$ cat src/rtl/opnd_addr_pkg.sv
package opnd_addr_pkg;

    typedef enum logic [2:0] {
        M_IMM  = 3'd0,
        M_DIR  = 3'd1,
        M_EXT  = 3'd2,
        M_IX0  = 3'd3,
        M_IX8  = 3'd4,
        M_BTB  = 3'd5,
        M_RSV6 = 3'd6,
        M_RSV7 = 3'd7
    } amode_e;

    typedef enum logic [1:0] {
        S_IDLE  = 2'd0,
        S_BYTE1 = 2'd1,
        S_BYTE2 = 2'd2
    } seq_st_e;

    // Total instruction length in bytes, 0 for an unknown code.
    function automatic logic [1:0] mode_len(input amode_e m);
        logic [1:0] n;
        unique case (m)
            M_IX0:                      n = 2'd1;
            M_IMM, M_DIR, M_IX8:        n = 2'd2;
            M_EXT, M_BTB:               n = 2'd3;
            default:                    n = 2'd0;
        endcase
        return n;
    endfunction

endpackage

$ cat src/rtl/agu_pc.sv
module agu_pc #(
    parameter int AW = 16,
    parameter logic [AW-1:0] RESET_PC = '0
) (
    input  logic          clk,
    input  logic          rst,
    input  logic          adv,
    input  logic          load_en,
    input  logic [AW-1:0] load_addr,
    output logic [AW-1:0] pc_q,
    output logic [AW-1:0] next_byte_addr
);

    localparam logic [AW-1:0] ONE = AW'(1);

    always_ff @(posedge clk) begin
        if (rst)
            pc_q <= RESET_PC;
        else if (adv)
            pc_q <= pc_q + ONE;
        else if (load_en)
            pc_q <= load_addr;
    end

    assign next_byte_addr = pc_q + ONE;


    pc_step_chk: assert property (@(posedge clk) disable iff (rst)
        adv |=> pc_q == $past(pc_q) + ONE);

endmodule

$ cat src/rtl/agu_seq.sv
module agu_seq
    import opnd_addr_pkg::*;
(
    input  logic    clk,
    input  logic    rst,
    input  logic    start,
    input  logic [2:0] mode_in,
    output amode_e  eff_mode,
    output seq_st_e state_q,
    output logic    fetch_req,
    output logic    pc_adv,
    output logic    cap_first,
    output logic    done,
    output logic    illegal,
    output logic    idle
);

    amode_e  mode_q;
    seq_st_e state_d;
    amode_e  req_mode;
    logic [1:0] req_len;

    assign req_mode = amode_e'(mode_in);
    assign req_len  = mode_len(req_mode);
    assign idle     = (state_q == S_IDLE);
    assign eff_mode = idle ? req_mode : mode_q;

    // State register
    always_ff @(posedge clk) begin
        if (rst) begin
            state_q <= S_IDLE;
            mode_q  <= M_IMM;
        end else begin
            state_q <= state_d;
            if (idle && start)
                mode_q <= req_mode;
        end
    end

    // Next state and outputs
    always_comb begin
        state_d   = state_q;
        fetch_req = 1'b0;
        pc_adv    = 1'b0;
        cap_first = 1'b0;
        done      = 1'b0;
        illegal   = 1'b0;
        unique case (state_q)
            S_IDLE: begin
                if (start) begin
                    if (req_len == 2'd0) begin
                        illegal = 1'b1;
                    end else begin
                        pc_adv = 1'b1;
                        if (req_len == 2'd1) begin
                            done = 1'b1;
                        end else begin
                            fetch_req = 1'b1;
                            state_d   = S_BYTE1;
                        end
                    end
                end
            end
            S_BYTE1: begin
                pc_adv    = 1'b1;
                cap_first = 1'b1;
                if (mode_len(mode_q) == 2'd3) begin
                    fetch_req = 1'b1;
                    state_d   = S_BYTE2;
                end else begin
                    done    = 1'b1;
                    state_d = S_IDLE;
                end
            end
            S_BYTE2: begin
                pc_adv  = 1'b1;
                done    = 1'b1;
                state_d = S_IDLE;
            end
            default: state_d = S_IDLE;
        endcase
    end


    fetch_done_excl_chk: assert property (@(posedge clk) disable iff (rst)
        !(fetch_req && done));


    illegal_quiet_chk: assert property (@(posedge clk) disable iff (rst)
        illegal |-> (!fetch_req && !done && !pc_adv));


    three_byte_path_chk: assert property (@(posedge clk) disable iff (rst)
        (state_q == S_BYTE1 && mode_len(mode_q) == 2'd3) |=> state_q == S_BYTE2);


    busy_no_reload_chk: assert property (@(posedge clk) disable iff (rst)
        (!idle && !done) |=> $stable(mode_q));

endmodule

$ cat src/rtl/agu_form.sv
module agu_form
    import opnd_addr_pkg::*;
#(
    parameter int AW = 16,
    parameter int DW = 8
) (
    input  logic          clk,
    input  logic          rst,
    input  amode_e        eff_mode,
    input  logic          cap_first,
    input  logic          done,
    input  logic [DW-1:0] pm_data,
    input  logic [DW-1:0] x_reg,
    output logic [AW-1:0] ea,
    output logic [DW-1:0] operand,
    output logic [DW-1:0] rel_off,
    output logic [1:0]    ilen
);

    localparam int HW = AW - DW;
    localparam int SW = DW + 1;

    logic [DW-1:0] first_q;
    logic [SW-1:0] ix_sum;

    always_ff @(posedge clk) begin
        if (rst)
            first_q <= '0;
        else if (cap_first)
            first_q <= pm_data;
    end

    assign ix_sum = {1'b0, x_reg} + {1'b0, pm_data};

    always_comb begin
        ea      = '0;
        operand = '0;
        rel_off = '0;
        ilen    = 2'd0;
        if (done) begin
            ilen = mode_len(eff_mode);
            unique case (eff_mode)
                M_IMM: operand = pm_data;
                M_DIR: ea = {{HW{1'b0}}, pm_data};
                M_EXT: ea = {first_q[HW-1:0], pm_data};
                M_IX0: ea = {{HW{1'b0}}, x_reg};
                M_IX8: ea = {{(AW-SW){1'b0}}, ix_sum};
                M_BTB: begin
                    ea      = {{HW{1'b0}}, first_q};
                    rel_off = pm_data;
                end
                default: ea = '0;
            endcase
        end
    end


    page_bound_chk: assert property (@(posedge clk) disable iff (rst)
        (done && eff_mode != M_EXT) |-> ea[AW-1:SW] == '0);


    imm_no_addr_chk: assert property (@(posedge clk) disable iff (rst)
        (done && eff_mode == M_IMM) |-> ea == '0);

endmodule

$ cat src/rtl/opnd_addr_unit.sv
module opnd_addr_unit
    import opnd_addr_pkg::*;
#(
    parameter int AW = 16,
    parameter int DW = 8,
    parameter logic [AW-1:0] RESET_PC = 16'h0100
) (
    input  logic          clk,
    input  logic          rst,
    input  logic          start,
    input  logic [2:0]    mode,
    input  logic [DW-1:0] x_reg,
    input  logic          pc_load,
    input  logic [AW-1:0] pc_load_addr,
    output logic          fetch_req,
    output logic [AW-1:0] fetch_addr,
    input  logic [DW-1:0] pm_data,
    output logic [AW-1:0] pc,
    output logic          done,
    output logic [AW-1:0] ea,
    output logic [DW-1:0] operand,
    output logic [DW-1:0] rel_off,
    output logic [1:0]    ilen,
    output logic          illegal
);

    amode_e  eff_mode;
    seq_st_e state_q;
    logic    pc_adv;
    logic    cap_first;
    logic    idle;
    logic    load_en;

    assign load_en = pc_load && idle && !start;

    agu_seq u_seq (
        .clk       (clk),
        .rst       (rst),
        .start     (start),
        .mode_in   (mode),
        .eff_mode  (eff_mode),
        .state_q   (state_q),
        .fetch_req (fetch_req),
        .pc_adv    (pc_adv),
        .cap_first (cap_first),
        .done      (done),
        .illegal   (illegal),
        .idle      (idle)
    );

    agu_pc #(.AW(AW), .RESET_PC(RESET_PC)) u_pc (
        .clk            (clk),
        .rst            (rst),
        .adv            (pc_adv),
        .load_en        (load_en),
        .load_addr      (pc_load_addr),
        .pc_q           (pc),
        .next_byte_addr (fetch_addr)
    );

    agu_form #(.AW(AW), .DW(DW)) u_form (
        .clk       (clk),
        .rst       (rst),
        .eff_mode  (eff_mode),
        .cap_first (cap_first),
        .done      (done),
        .pm_data   (pm_data),
        .x_reg     (x_reg),
        .ea        (ea),
        .operand   (operand),
        .rel_off   (rel_off),
        .ilen      (ilen)
    );


    load_blocked_chk: assert property (@(posedge clk) disable iff (rst)
        (pc_load && start && idle && mode_len(amode_e'(mode)) == 2'd0) |=> $stable(pc));

endmodule

$ cat config.mk
export PLATFORM = sky130hd
export DESIGN_NAME = opnd_addr_unit
export DESIGN_NICKNAME = d
export VERILOG_FILES = /design/src/rtl/opnd_addr_pkg.sv /design/src/rtl/agu_pc.sv /design/src/rtl/agu_seq.sv /design/src/rtl/agu_form.sv /design/src/rtl/opnd_addr_unit.sv
export SDC_FILE = /design/constraint.sdc
export NUM_CORES = 1
export LEC_CHECK = 0
export ABC_CLOCK_PERIOD_IN_PS = 5300
export CAP_MARGIN = 5
export CELL_PAD_IN_SITES_DETAIL_PLACEMENT = 1
export CELL_PAD_IN_SITES_GLOBAL_PLACEMENT = 1
export CORE_MARGIN = 3
export CORE_UTILIZATION = 33
export DETAILED_ROUTE_END_ITERATION = 8
export PLACE_DENSITY_LB_ADDON = 0.1
export SYNTH_ARGS = -nofsm -noshare
export SYNTH_HDL_FRONTEND = slang
export SYNTH_SLANG_ARGS = --single-unit
$ cat constraint.sdc
create_clock -name clk -period 5.3 [get_ports clk]
set_input_delay 1.06 -clock clk [delete_from_list [all_inputs] [get_ports clk]]
set_output_delay 1.06 -clock clk [all_outputs]
set_load 0.005 [all_outputs]
# Word-level counts from Yosys, hierarchy flattened
# Cells that the tools add are included.
op_classes:
  addsub: 2
  n_eq_ne: 22
  muxes: 36
  reduce_logical: 18
op_table:
  columns: ["cell", "n"]
  rows:
  - ["16-bit case mux with 5 select lines", 1]
  - ["16-bit two-way mux", 3]
  - ["8-bit two-way mux", 4]
  - ["3-bit by 2-bit equality test with 1-bit output, second input constant", 6]
  - ["3-bit equality test, second input constant", 6]
  - ["2-bit case mux with 3 select lines", 3]
  - ["16-bit by 1-bit adder with 16-bit output, second input constant", 1]
  - ["1-bit two-way mux", 14]
  - ["2-bit two-way mux", 6]
  - ["8-bit by 8-bit adder with 9-bit output", 1]
  - ["3-bit by 1-bit equality test with 1-bit output, second input constant", 3]
  - ["3-bit zero test", 3]
  - ["3-bit OR reduction", 3]
  - ["2-bit OR reduction", 4]
  - ["2-bit != test, second input constant", 3]
  - ["2-bit by 1-bit equality test with 1-bit output, second input constant", 2]
  - ["2-bit equality test, second input constant", 2]
  - ["2-bit zero test", 2]
  - ["1-bit case mux with 2 select lines", 2]
  - ["2-bit case mux with 2 select lines", 1]
  - ["1-bit logical AND", 3]
  - ["3-bit two-way mux", 1]
  - ["1-bit case mux with 3 select lines", 1]
  - ["3-bit AND reduction", 1]
  - ["2 further kinds", 2]
totals:
  register_bits: 29
  input_bits: 39
  out_inout_bits: 69
  word_cells: 82

# Longest topological paths before layout
# Gate-level depths: netlist (run 1).
logic_depth:
  ltp_word: 9
  ltp_mapped: 11
  ltp_nobuf: 8

# Modules after synthesis
# A second synthesis (run 1) with hierarchy kept.
hier_totals:
  cells_unflattened: 339
  hier_area_um2: 2683.8
by_module_without_submodules:
  columns: ["module", "instances", "cells_per_inst", "area_per_inst_um2", "seq_area_each_um2"]
  rows:
  - ["agu_form", 1, 155, 1159.9, 160.2]
  - ["agu_pc", 1, 133, 1107.3, 320.3]
  - ["agu_seq", 1, 50, 407.9, 100.1]
  - ["opnd_addr_unit", 1, 1, 8.8, 0.0]

# Worst setup path before layout (run 1)
# No wires, ideal clock.
synth_path:
  path_kind: "input to output"
  start: "input x_reg[0]"
  end: "output ea[8]"
  arrival_time_ns: 2.647
  required_ns: 4.240
  setup_slack_ns: 1.593
  cell_stages: 8
  n_path_buf: 0
  path_cell_list: "ha_1 -> inv_1 -> fa_1 -> nand2b_1 -> a21oi_1 -> o22ai_1 -> nand3b_1 -> a2111oi_2"
synth_between:
  elab_chain_cells: 3
synth_rtl:
  columns: ["item", "line_no", "source"]
  rows:
  - ["start: declaration", "opnd_addr_unit.sv:12", "input logic [DW-1:0] x_reg,"]
  - ["8-bit by 8-bit adder with 9-bit output", "agu_form.sv:33", "assign ix_sum = {1'b0, x_reg} + {1'b0, pm_data};"]
  - ["16-bit case mux with 5 select lines", "agu_form.sv:42", "unique case (eff_mode)"]
  - ["16-bit two-way mux", "agu_form.sv:40", "if (done) begin"]
  - ["end: declaration", "opnd_addr_unit.sv:20", "output logic [AW-1:0] ea,"]
# No other way between the ends.

# Worst setup path after layout (run 1)
layout_path:
  start: "input pm_data[0]"
  end: "output ea[8]"
layout_between:
  elab_chain_cells: 3
layout_rtl:
  columns: ["item", "line_no", "source"]
  rows:
  - ["start: declaration", "opnd_addr_unit.sv:17", "input logic [DW-1:0] pm_data,"]
  - ["8-bit by 8-bit adder with 9-bit output", "agu_form.sv:33", null]
  - ["16-bit case mux with 5 select lines", "agu_form.sv:42", null]
  - ["16-bit two-way mux", "agu_form.sv:40", null]
# No other way between the ends.

==> run summary, run 1 <==
=================================================================================
Number of clock sinks                                                          29
Post-CTS Repair Setup Buffers                                                   0
Post-route ant nets                                                             0
Ratio of final minimum period to clock period                              94.55%
Most used flip-flop cell after synthesis                             sky130_fd_sc_hd__dfxtp_1
Mean post-synth cell area                                               7.592 um2
Warning count from the yosys run                                                0
Number of enable flip-flop cells after synthesis                                0
Synthesized Nets                                                              393
Arrival time of the worst setup path                                      3.95 ns
Power density over the cells                                         189.1 mW/mm2
Wire length of the first global-routing pass                            16,350 um
Die Span X                                                               94.44 um
Delay of the slowest critical-path stage                                  0.55 ns
Distinct cell type count of the synthesized netlist                            58
Antenna diode instance count                                                    0
Critical register-to-register path endpoint                          u_pc.pc_q[13]
Buffer levels on the longest clock path                                         2
Vias in the first global route                                              3,090
Post-Layout Cell Count                                                        546
GP Congestion                                                              0.9298
Status                                                               finished, final reports clean
Total track usage                                                          22.95%
Overflow left after global routing                                              0
Vias/cell                                                                   5.595
Fraction of the yosys area taken by sequential cells                       22.49%
Tightest Hold Check Type                                               reg -> reg
Worst flop-to-flop path startpoint                                   u_seq.state_q[0]
Total length of routed wires                                            10,160 um
Chip Height                                                              94.44 um
Effective utilization at floorplan                                         34.84%
Antenna violations before repair                                                0
Vias after detailed routing                                                 3,055
RSZ-0062 raised after global routing                                        false
Max rail drop VDD                                                        102.1 uV
Worst hold path depth                                                           2
Total placed cells including tap cells                                        538
Cts-stage hold buffer count                                                     0
Hold path startpoint                                                 u_seq.mode_q[1]
HPWL Detailed                                                             7805 um
Register clock-pin slew on the reported worst setup and hold paths        0.07 ns
Critical Path Slowest Stage Cell                                     sky130_fd_sc_hd__clkdlybuf4s50_1
Average routed wire per standard cell                                    18.61 um
Max Freq                                                               0.1996 GHz
Fin nets                                                                      499
DR pass1 iterations                                                             4
Total negative setup slack                                                   0 ns
Clk root buf                                                         sky130_fd_sc_hd__clkbuf_8
CTS tree                                                                     done
Synthesized netlist cell count                                                340
Max-capacitance violation count                                                 0
Number of setup violations in the final report                                  0
Final slew viol count                                                           0
Source-to-sink clock delay at the later pin of the worst-skew pair        0.28 ns
Core Region                                                          0.007408 mm2
Number of cells traversed by the worst register-to-register path                7
Post-synthesis async set-or-reset flop share                                   0%
Flops & latches, synth                                                         29
CP most frequent cell                                                sky130_fd_sc_hd__clkdlybuf4s50_1
Static leakage                                                        0.001518 uW
Post-place setup slack                                                  0.3004 ns
Worst Path Max Fanout                                                           5
Resized cells post-CTS                                                          0
Register-to-register setup slack                                          2.69 ns
Maximum number of pins on one net before global-route repair                   29
Final critical delay including setup and external delays                 5.011 ns
Area of the die                                                      0.008919 mm2
Initial DRC Count                                                             118
Netlist area before placement                                        0.002581 mm2
Kind of capture point of the worst setup path                        primary output
I/O pin count                                                                 108
Count of buffers from port buffering                                          107
CP Class                                                                in -> out
Total clock buffers created by CTS                                              5
Worst-case clock skew                                                  0.01255 ns
Fraction of final layout cells sized beyond drive strength 1               6.040%
CTS HTree Levels                                                                2
Area growth from synthesis to final layout                                 48.57%
Sink of the worst hold path                                          u_seq.mode_q[1]
Startpoint class of the critical path                                  input port
Row Count                                                                      31
Series of cell instances along the critical path                     clkdlybuf4s50_1 -> ha_1 -> inv_1 -> fa_1 -> nand2b_1 -> a21oi_1 -> o22ai_1 -> nand3b_1 -> a2111oi_2 -> clkdlybuf4s50_1
Relative slew slack                                                        47.18%
Worst Setup Slack, final                                                0.2888 ns
Drc violations                                                                  0
Data required time of the worst path                                      4.24 ns
Number of failing hold endpoints at the final stage                             0
Slew @ Worst Pin                                                        0.7923 ns
=================================================================================
==> flip-flops by register name, indices dropped and copies added, names as in the netlist <==
name and flops:
u_pc.pc_q 16, u_form.first_q 8, u_seq.mode_q 3, u_seq.state_q 2
==> placed cells by master, fill, tap and decap left out, types with 5 or more instances in the layout <==
cell	synthesis	layout
sky130_fd_sc_hd__a211oi_1	5	5
sky130_fd_sc_hd__o21ai_0	14	14
sky130_fd_sc_hd__nor3_1	9	9
sky130_fd_sc_hd__and2_1	9	9
sky130_fd_sc_hd__clkdlybuf4s50_1	0	107
sky130_fd_sc_hd__clkbuf_8	0	5
sky130_fd_sc_hd__a21oi_1	29	29
sky130_fd_sc_hd__dfxtp_1	29	29
sky130_fd_sc_hd__a21o_1	5	5
sky130_fd_sc_hd__nor4_1	5	5
sky130_fd_sc_hd__buf_4	1	6
sky130_fd_sc_hd__nor2_1	25	25
sky130_fd_sc_hd__mux2i_1	12	12
sky130_fd_sc_hd__and3_1	28	28
sky130_fd_sc_hd__xnor2_1	12	12
sky130_fd_sc_hd__ha_1	13	13
sky130_fd_sc_hd__nand2_1	35	35
sky130_fd_sc_hd__a32oi_1	5	5
sky130_fd_sc_hd__nand3_1	10	10
sky130_fd_sc_hd__a22o_1	6	6
sky130_fd_sc_hd__inv_1	14	14
sky130_fd_sc_hd__a22oi_1	7	7
==> worst max path at each step <==
stage                     slack [ns]  depth (start not counted)       start     to
after global placement          0.39                         10  pm_data[0]  ea[8]
after global routing            0.12                         10  pm_data[0]  ea[8]
after CTS                       0.30                         10  pm_data[0]  ea[8]
after detailed placement        0.30                         10  pm_data[0]  ea[8]
final                           0.29                         10  pm_data[0]  ea[8]
after floorplan                 1.59                          8    x_reg[0]  ea[8]
==> critical path, delay by kind of cell <==
| family | cells | cell delay [ns] |
|---|---|---|
| and+or+nand+nor | 2 | 0.38 |
| adders and majority gates | 2 | 0.61 |
| AOI/OAI and AO/OA | 3 | 0.73 |
| buffers and inverters | 3 | 1.15 |
==> metal layers <==
| layer | global-route usage (%) | wire length [um] | vias up | part of all wire, % |
|---|---|---|---|---|
| met3 | 4.701 | 601 | 4 | 5.9 |
| met2 | 35.82 | 4668 | 84 | 46 |
| met4 | 2.768 | 48 | 0 | 0.47 |
| li1 | - | - | 1469 | - |
| met5 | 0 | 0 | - | 0 |
| met1 | 33.43 | 4841 | 1498 | 48 |
==> through the flow <==
stage | utilization (%) | hold slack, ns | total power (uW) | instance area (um2)
3_5_place_dp | 50.65 | 0.5022 | 545.4 | 3752
3_3_place_gp | 50.65 | 0.4886 | 540.4 | 3752
6_report | 51.76 | 0.5098 | 725.2 | 3835
4_1_cts | 51.76 | 0.5108 | 725.3 | 3835
2_1_floorplan | - | 0.4663 | 404.6 | 2581
5_1_grt | 51.76 | 0.5479 | 769.9 | 3835
==> layout make-up <==
type	count	area (um2)
fillers	926	3573
multi-input cells	283	1879
repair buffers	113	1116
flip-flops and latches	29	580.6
well taps	99	123.9
clock buffers	6	72.57
inverters	14	52.55
clock inverters	2	10.01
==> cells in the mapped netlist (2+ instances only) <==
library cell / number / share of area [%]
sky130_fd_sc_hd__xnor2_1: 12 / 4.1
sky130_fd_sc_hd__nor2_1: 25 / 3.6
sky130_fd_sc_hd__buf_1: 2 / 0.29
sky130_fd_sc_hd__or2_2: 2 / 0.48
sky130_fd_sc_hd__nand4_1: 4 / 0.97
sky130_fd_sc_hd__o22ai_1: 2 / 0.48
sky130_fd_sc_hd__a32oi_1: 5 / 1.7
sky130_fd_sc_hd__nand2b_1: 3 / 0.73
sky130_fd_sc_hd__clkbuf_1: 6 / 0.87
sky130_fd_sc_hd__a21oi_1: 29 / 5.6
sky130_fd_sc_hd__ha_1: 13 / 6.3
sky130_fd_sc_hd__nor3_2: 2 / 0.78
sky130_fd_sc_hd__and2_1: 9 / 2.2
sky130_fd_sc_hd__a311oi_1: 3 / 1.0
sky130_fd_sc_hd__a21o_1: 5 / 1.5
sky130_fd_sc_hd__a211oi_1: 5 / 1.5
sky130_fd_sc_hd__o21ai_0: 14 / 2.7
sky130_fd_sc_hd__nand3b_1: 3 / 0.87
sky130_fd_sc_hd__a22oi_1: 7 / 2.0
sky130_fd_sc_hd__inv_1: 14 / 2.0
sky130_fd_sc_hd__dfxtp_1: 29 / 22
sky130_fd_sc_hd__a221oi_1: 3 / 1.0
sky130_fd_sc_hd__nor3_1: 9 / 1.7
sky130_fd_sc_hd__and3_1: 28 / 6.8
sky130_fd_sc_hd__xor2_1: 4 / 1.4
sky130_fd_sc_hd__nand2_1: 35 / 5.1
sky130_fd_sc_hd__and4_1: 2 / 0.68
sky130_fd_sc_hd__mux2_2: 3 / 1.3
sky130_fd_sc_hd__a22o_1: 6 / 2.0
sky130_fd_sc_hd__mux2i_1: 12 / 4.7
sky130_fd_sc_hd__nor4_1: 5 / 1.2
sky130_fd_sc_hd__buf_2: 4 / 0.78
sky130_fd_sc_hd__nand3_1: 10 / 1.9
==> power by group <==
| group | switching, uW | total, uW | internal, uW |
|---|---|---|---|
| combinational | 147 | 291 | 143 |
| sequential | 20.7 | 254 | 233 |
| clock | 89.7 | 181 | 91.0 |
| total | 258 | 725 | 467 |
==> cells by family (layout without fill, tap and decap cells) <==
| group | after synthesis | after routing | share of synthesized area (%) |
|---|---|---|---|
| simple gates | 143 | 143 | 29.18 |
| compound gates | 94 | 94 | 24.63 |
| flops | 29 | 29 | 22.49 |
| buf+inv | 28 | 135 | 4.702 |
| xor+xnor | 16 | 16 | 5.429 |
| mux | 16 | 16 | 6.495 |
| fa+ha+maj | 14 | 14 | 7.077 |
(Power assumes the default switching activity.)
==> run 2: changes to the inputs <==
--- a/config.mk
+++ b/config.mk
@@ -11,6 +11,7 @@
 export CELL_PAD_IN_SITES_GLOBAL_PLACEMENT = 1
 export CORE_MARGIN = 3
 export CORE_UTILIZATION = 33
+export CTS_BUF_LIST = sky130_fd_sc_hd__clkbuf_4
 export DETAILED_ROUTE_END_ITERATION = 8
 export PLACE_DENSITY_LB_ADDON = 0.1
 export SYNTH_ARGS = -nofsm -noshare
==> run summary, run 2 (synthesis results as in run 1) <==
=================================================================================
Crit-path leading delay family                                       buffers and inverters
Hold path startpoint                                                 u_seq.mode_q[1]
Tightest Hold Check Type                                               reg -> reg
Max Freq                                                               0.1994 GHz   about the same
Max-capacitance violation count                                                 0   unchanged
Drc violations                                                                  0   unchanged
Number of clock sinks                                                          29   unchanged
Filler cell count                                                             921   -0.54%
CTS HTree Levels                                                                2   unchanged
Max FFs per register                                                           16   unchanged
Total negative setup slack                                                   0 ns   unchanged
Total clock buffers created by CTS                                              5   unchanged
Worst hold path depth                                                           2   unchanged
Area of the die                                                      0.008919 mm2   unchanged
Worst Path Max Fanout                                                           5   unchanged
Register-to-register setup slack                                          2.71 ns   +0.02 ns
Power density over the cells                                         179.9 mW/mm2   -4.8%
Vias in the first global route                                              3,053   -1.2%
CTS tree                                                                     done
Placed inst area                                                     0.003752 mm2   unchanged
Source-to-sink clock delay at the later pin of the worst-skew pair        0.34 ns   +0.06 ns
Ratio of final minimum period to clock period                              94.63%   about the same
Count of buffers from port buffering                                          107   unchanged
Vias/cell                                                                   5.603   +0.13%
Largest registers                                                    u_pc.pc_q (16), u_form.first_q (8), u_seq.mode_q (3)
Number of failing hold endpoints at the final stage                             0   unchanged
Post-CTS Repair Setup Buffers                                                   0   unchanged
Kind of capture point of the worst setup path                        primary output
Leading cell types in the layout, fill and taps excluded             sky130_fd_sc_hd__clkdlybuf4s50_1, sky130_fd_sc_hd__nand2_1, sky130_fd_sc_hd__a21oi_1, sky130_fd_sc_hd__dfxtp_1, sky130_fd_sc_hd__and3_1
Antenna violations before repair                                                0   unchanged
GP Congestion                                                              0.9298   unchanged
Slew @ Worst Pin                                                        0.7797 ns   -0.01260 ns
Register clock-pin slew on the reported worst setup and hold paths        0.10 ns   +0.03 ns
Maximum number of pins on one net before global-route repair                   29   unchanged
CP most frequent cell                                                sky130_fd_sc_hd__clkdlybuf4s50_1
Overflow left after global routing                                              0   unchanged
Worst-case clock skew                                                  0.01702 ns   +0.004465 ns
Data required time of the worst path                                      4.24 ns   about the same
Register containing the most flip-flops in the final layout             u_pc.pc_q
Row Count                                                                      31   unchanged
Resized cells post-CTS                                                          0   unchanged
Fraction of final layout cells sized beyond drive strength 1               6.264%   +0.22 points
Critical register-to-register path endpoint                          u_pc.pc_q[13]
Leading cell type in the layout, fill and taps excluded              sky130_fd_sc_hd__clkdlybuf4s50_1
Max rail drop VDD                                                        93.34 uV   -8.6%
Number of setup violations in the final report                                  0   unchanged
Area growth from synthesis to final layout                                 47.50%
Critical Path Slowest Stage Cell                                     sky130_fd_sc_hd__clkdlybuf4s50_1
I/O pin count                                                                 108   unchanged
Area of all placed cells without fillers                             0.003807 mm2   -0.72%
HPWL Detailed                                                             7805 um   unchanged
Total length of routed wires                                              9989 um   -1.7%
RSZ-0062 raised after global routing                                        false
Cts-stage hold buffer count                                                     0   unchanged
Buffer levels on the longest clock path                                         2   unchanged
Fin nets                                                                      499   unchanged
Post-route ant nets                                                             0   unchanged
Vias after detailed routing                                                 3,059   +0.13%
CP Class                                                                in -> out
Number of cells traversed by the worst register-to-register path                7   unchanged
Startpoint class of the critical path                                  input port
Effective utilization at floorplan                                         34.84%   unchanged
DR pass1 iterations                                                             4   unchanged
Delay of the slowest critical-path stage                                  0.55 ns   about the same
Worst flop-to-flop path startpoint                                   u_seq.state_q[0]
Initial DRC Count                                                             145   +23%
Final critical delay including setup and external delays                 5.015 ns   +0.004115 ns
Total track usage                                                          23.07%   +0.12 points
Sink of the worst hold path                                          u_seq.mode_q[1]
Static leakage                                                        0.001508 uW   -0.63%
Status                                                               finished, final reports clean
Core Region                                                          0.007408 mm2   unchanged
Series of cell instances along the critical path                     clkdlybuf4s50_1 -> ha_1 -> inv_1 -> fa_1 -> nand2b_1 -> a21oi_1 -> o22ai_1 -> nand3b_1 -> a2111oi_2 -> clkdlybuf4s50_1
Wire length of the first global-routing pass                            16,290 um   -0.34%
Chip Height                                                              94.44 um   unchanged
Buffers plus inverters on the worst setup path                                  3   unchanged
Arrival time of the worst setup path                                      3.96 ns   about the same
Clk root buf                                                         sky130_fd_sc_hd__clkbuf_4
Final slew viol count                                                           0   unchanged
Die Span X                                                               94.44 um   unchanged
Antenna diode instance count                                                    0   unchanged
Average routed wire per standard cell                                    18.29 um   -1.7%
Relative slew slack                                                        48.02%   +0.84 points
=================================================================================
-- run 2: changes by cell type in the layout (fill, tap and decap cells not counted) --
cell                       before  now
sky130_fd_sc_hd__clkbuf_4       0    6
sky130_fd_sc_hd__clkbuf_8       5    0
sky130_fd_sc_hd__clkbuf_1       1    0
-- run 2: worst max path at each step --
stage	start	end	slack (ns)	depth (start not counted)
6_report	pm_data[0]	ea[8]	0.28	10
3_5_place_dp	pm_data[0]	ea[8]	0.30	10
4_1_cts	pm_data[0]	ea[8]	0.30	10
2_1_floorplan	x_reg[0]	ea[8]	1.59	8
5_1_grt	pm_data[0]	ea[8]	0.12	10
3_3_place_gp	pm_data[0]	ea[8]	0.39	10
-- run 2: worst register-to-register path: stages, from the launching register on --
cell and delay (ns):
sky130_fd_sc_hd__dfxtp_1 0.34, sky130_fd_sc_hd__inv_1 0.10, sky130_fd_sc_hd__ha_1 0.52, sky130_fd_sc_hd__and2_1 0.36
sky130_fd_sc_hd__a21o_1 0.29, sky130_fd_sc_hd__nand2_1 0.34, sky130_fd_sc_hd__or3_1 0.42, sky130_fd_sc_hd__a31oi_1 0.15
-- run 2: metrics by stage --
| step | instances | hold WS (ns) | setup WS (ns) | util, % | power (uW) |
|---|---|---|---|---|---|
| 5_1_grt | 546 | 0.5537 | 0.1233 | 51.39 | 733.8 |
| 6_report | 546 | 0.5124 | 0.2847 | 51.39 | 685.1 |
| 2_1_floorplan | 340 | 0.4663 | 1.593 | - | 404.6 |
| 3_5_place_dp | 538 | 0.5022 | 0.3004 | 50.65 | 545.4 |
| 3_3_place_gp | 538 | 0.4886 | 0.3922 | 50.65 | 540.4 |
| 4_1_cts | 546 | 0.5156 | 0.3046 | 51.39 | 689.1 |
-- run 2: where the power goes --
group	switching (uW)	leakage, uW	internal (uW)
combinational	146	0.00124	143
sequential	20.3	0.000237	233
clock	86.5	0.0000354	55.6
-- run 2: final cells by class --
type | instances | area, um2 | area share (%)
multi-input combinational | 283 | 1879 | 49.36
timing repair buffer | 113 | 1116 | 29.31
sequential | 29 | 580.6 | 15.25
tap | 99 | 123.9 | 3.253
inverter | 14 | 52.55 | 1.380
clock buffer | 6 | 45.04 | 1.183
clock inverter | 2 | 10.01 | 0.2629
-- run 2: metal layers --
| layer | share of wire, % | up-vias | global-route usage (%) |
|---|---|---|---|
| met5 | 0 | - | 0 |
| met4 | 0.88 | 0 | 4.091 |
| met3 | 6.7 | 9 | 5.020 |
| met2 | 45 | 96 | 35.11 |
| met1 | 48 | 1478 | 33.62 |
| li1 | - | 1476 | - |
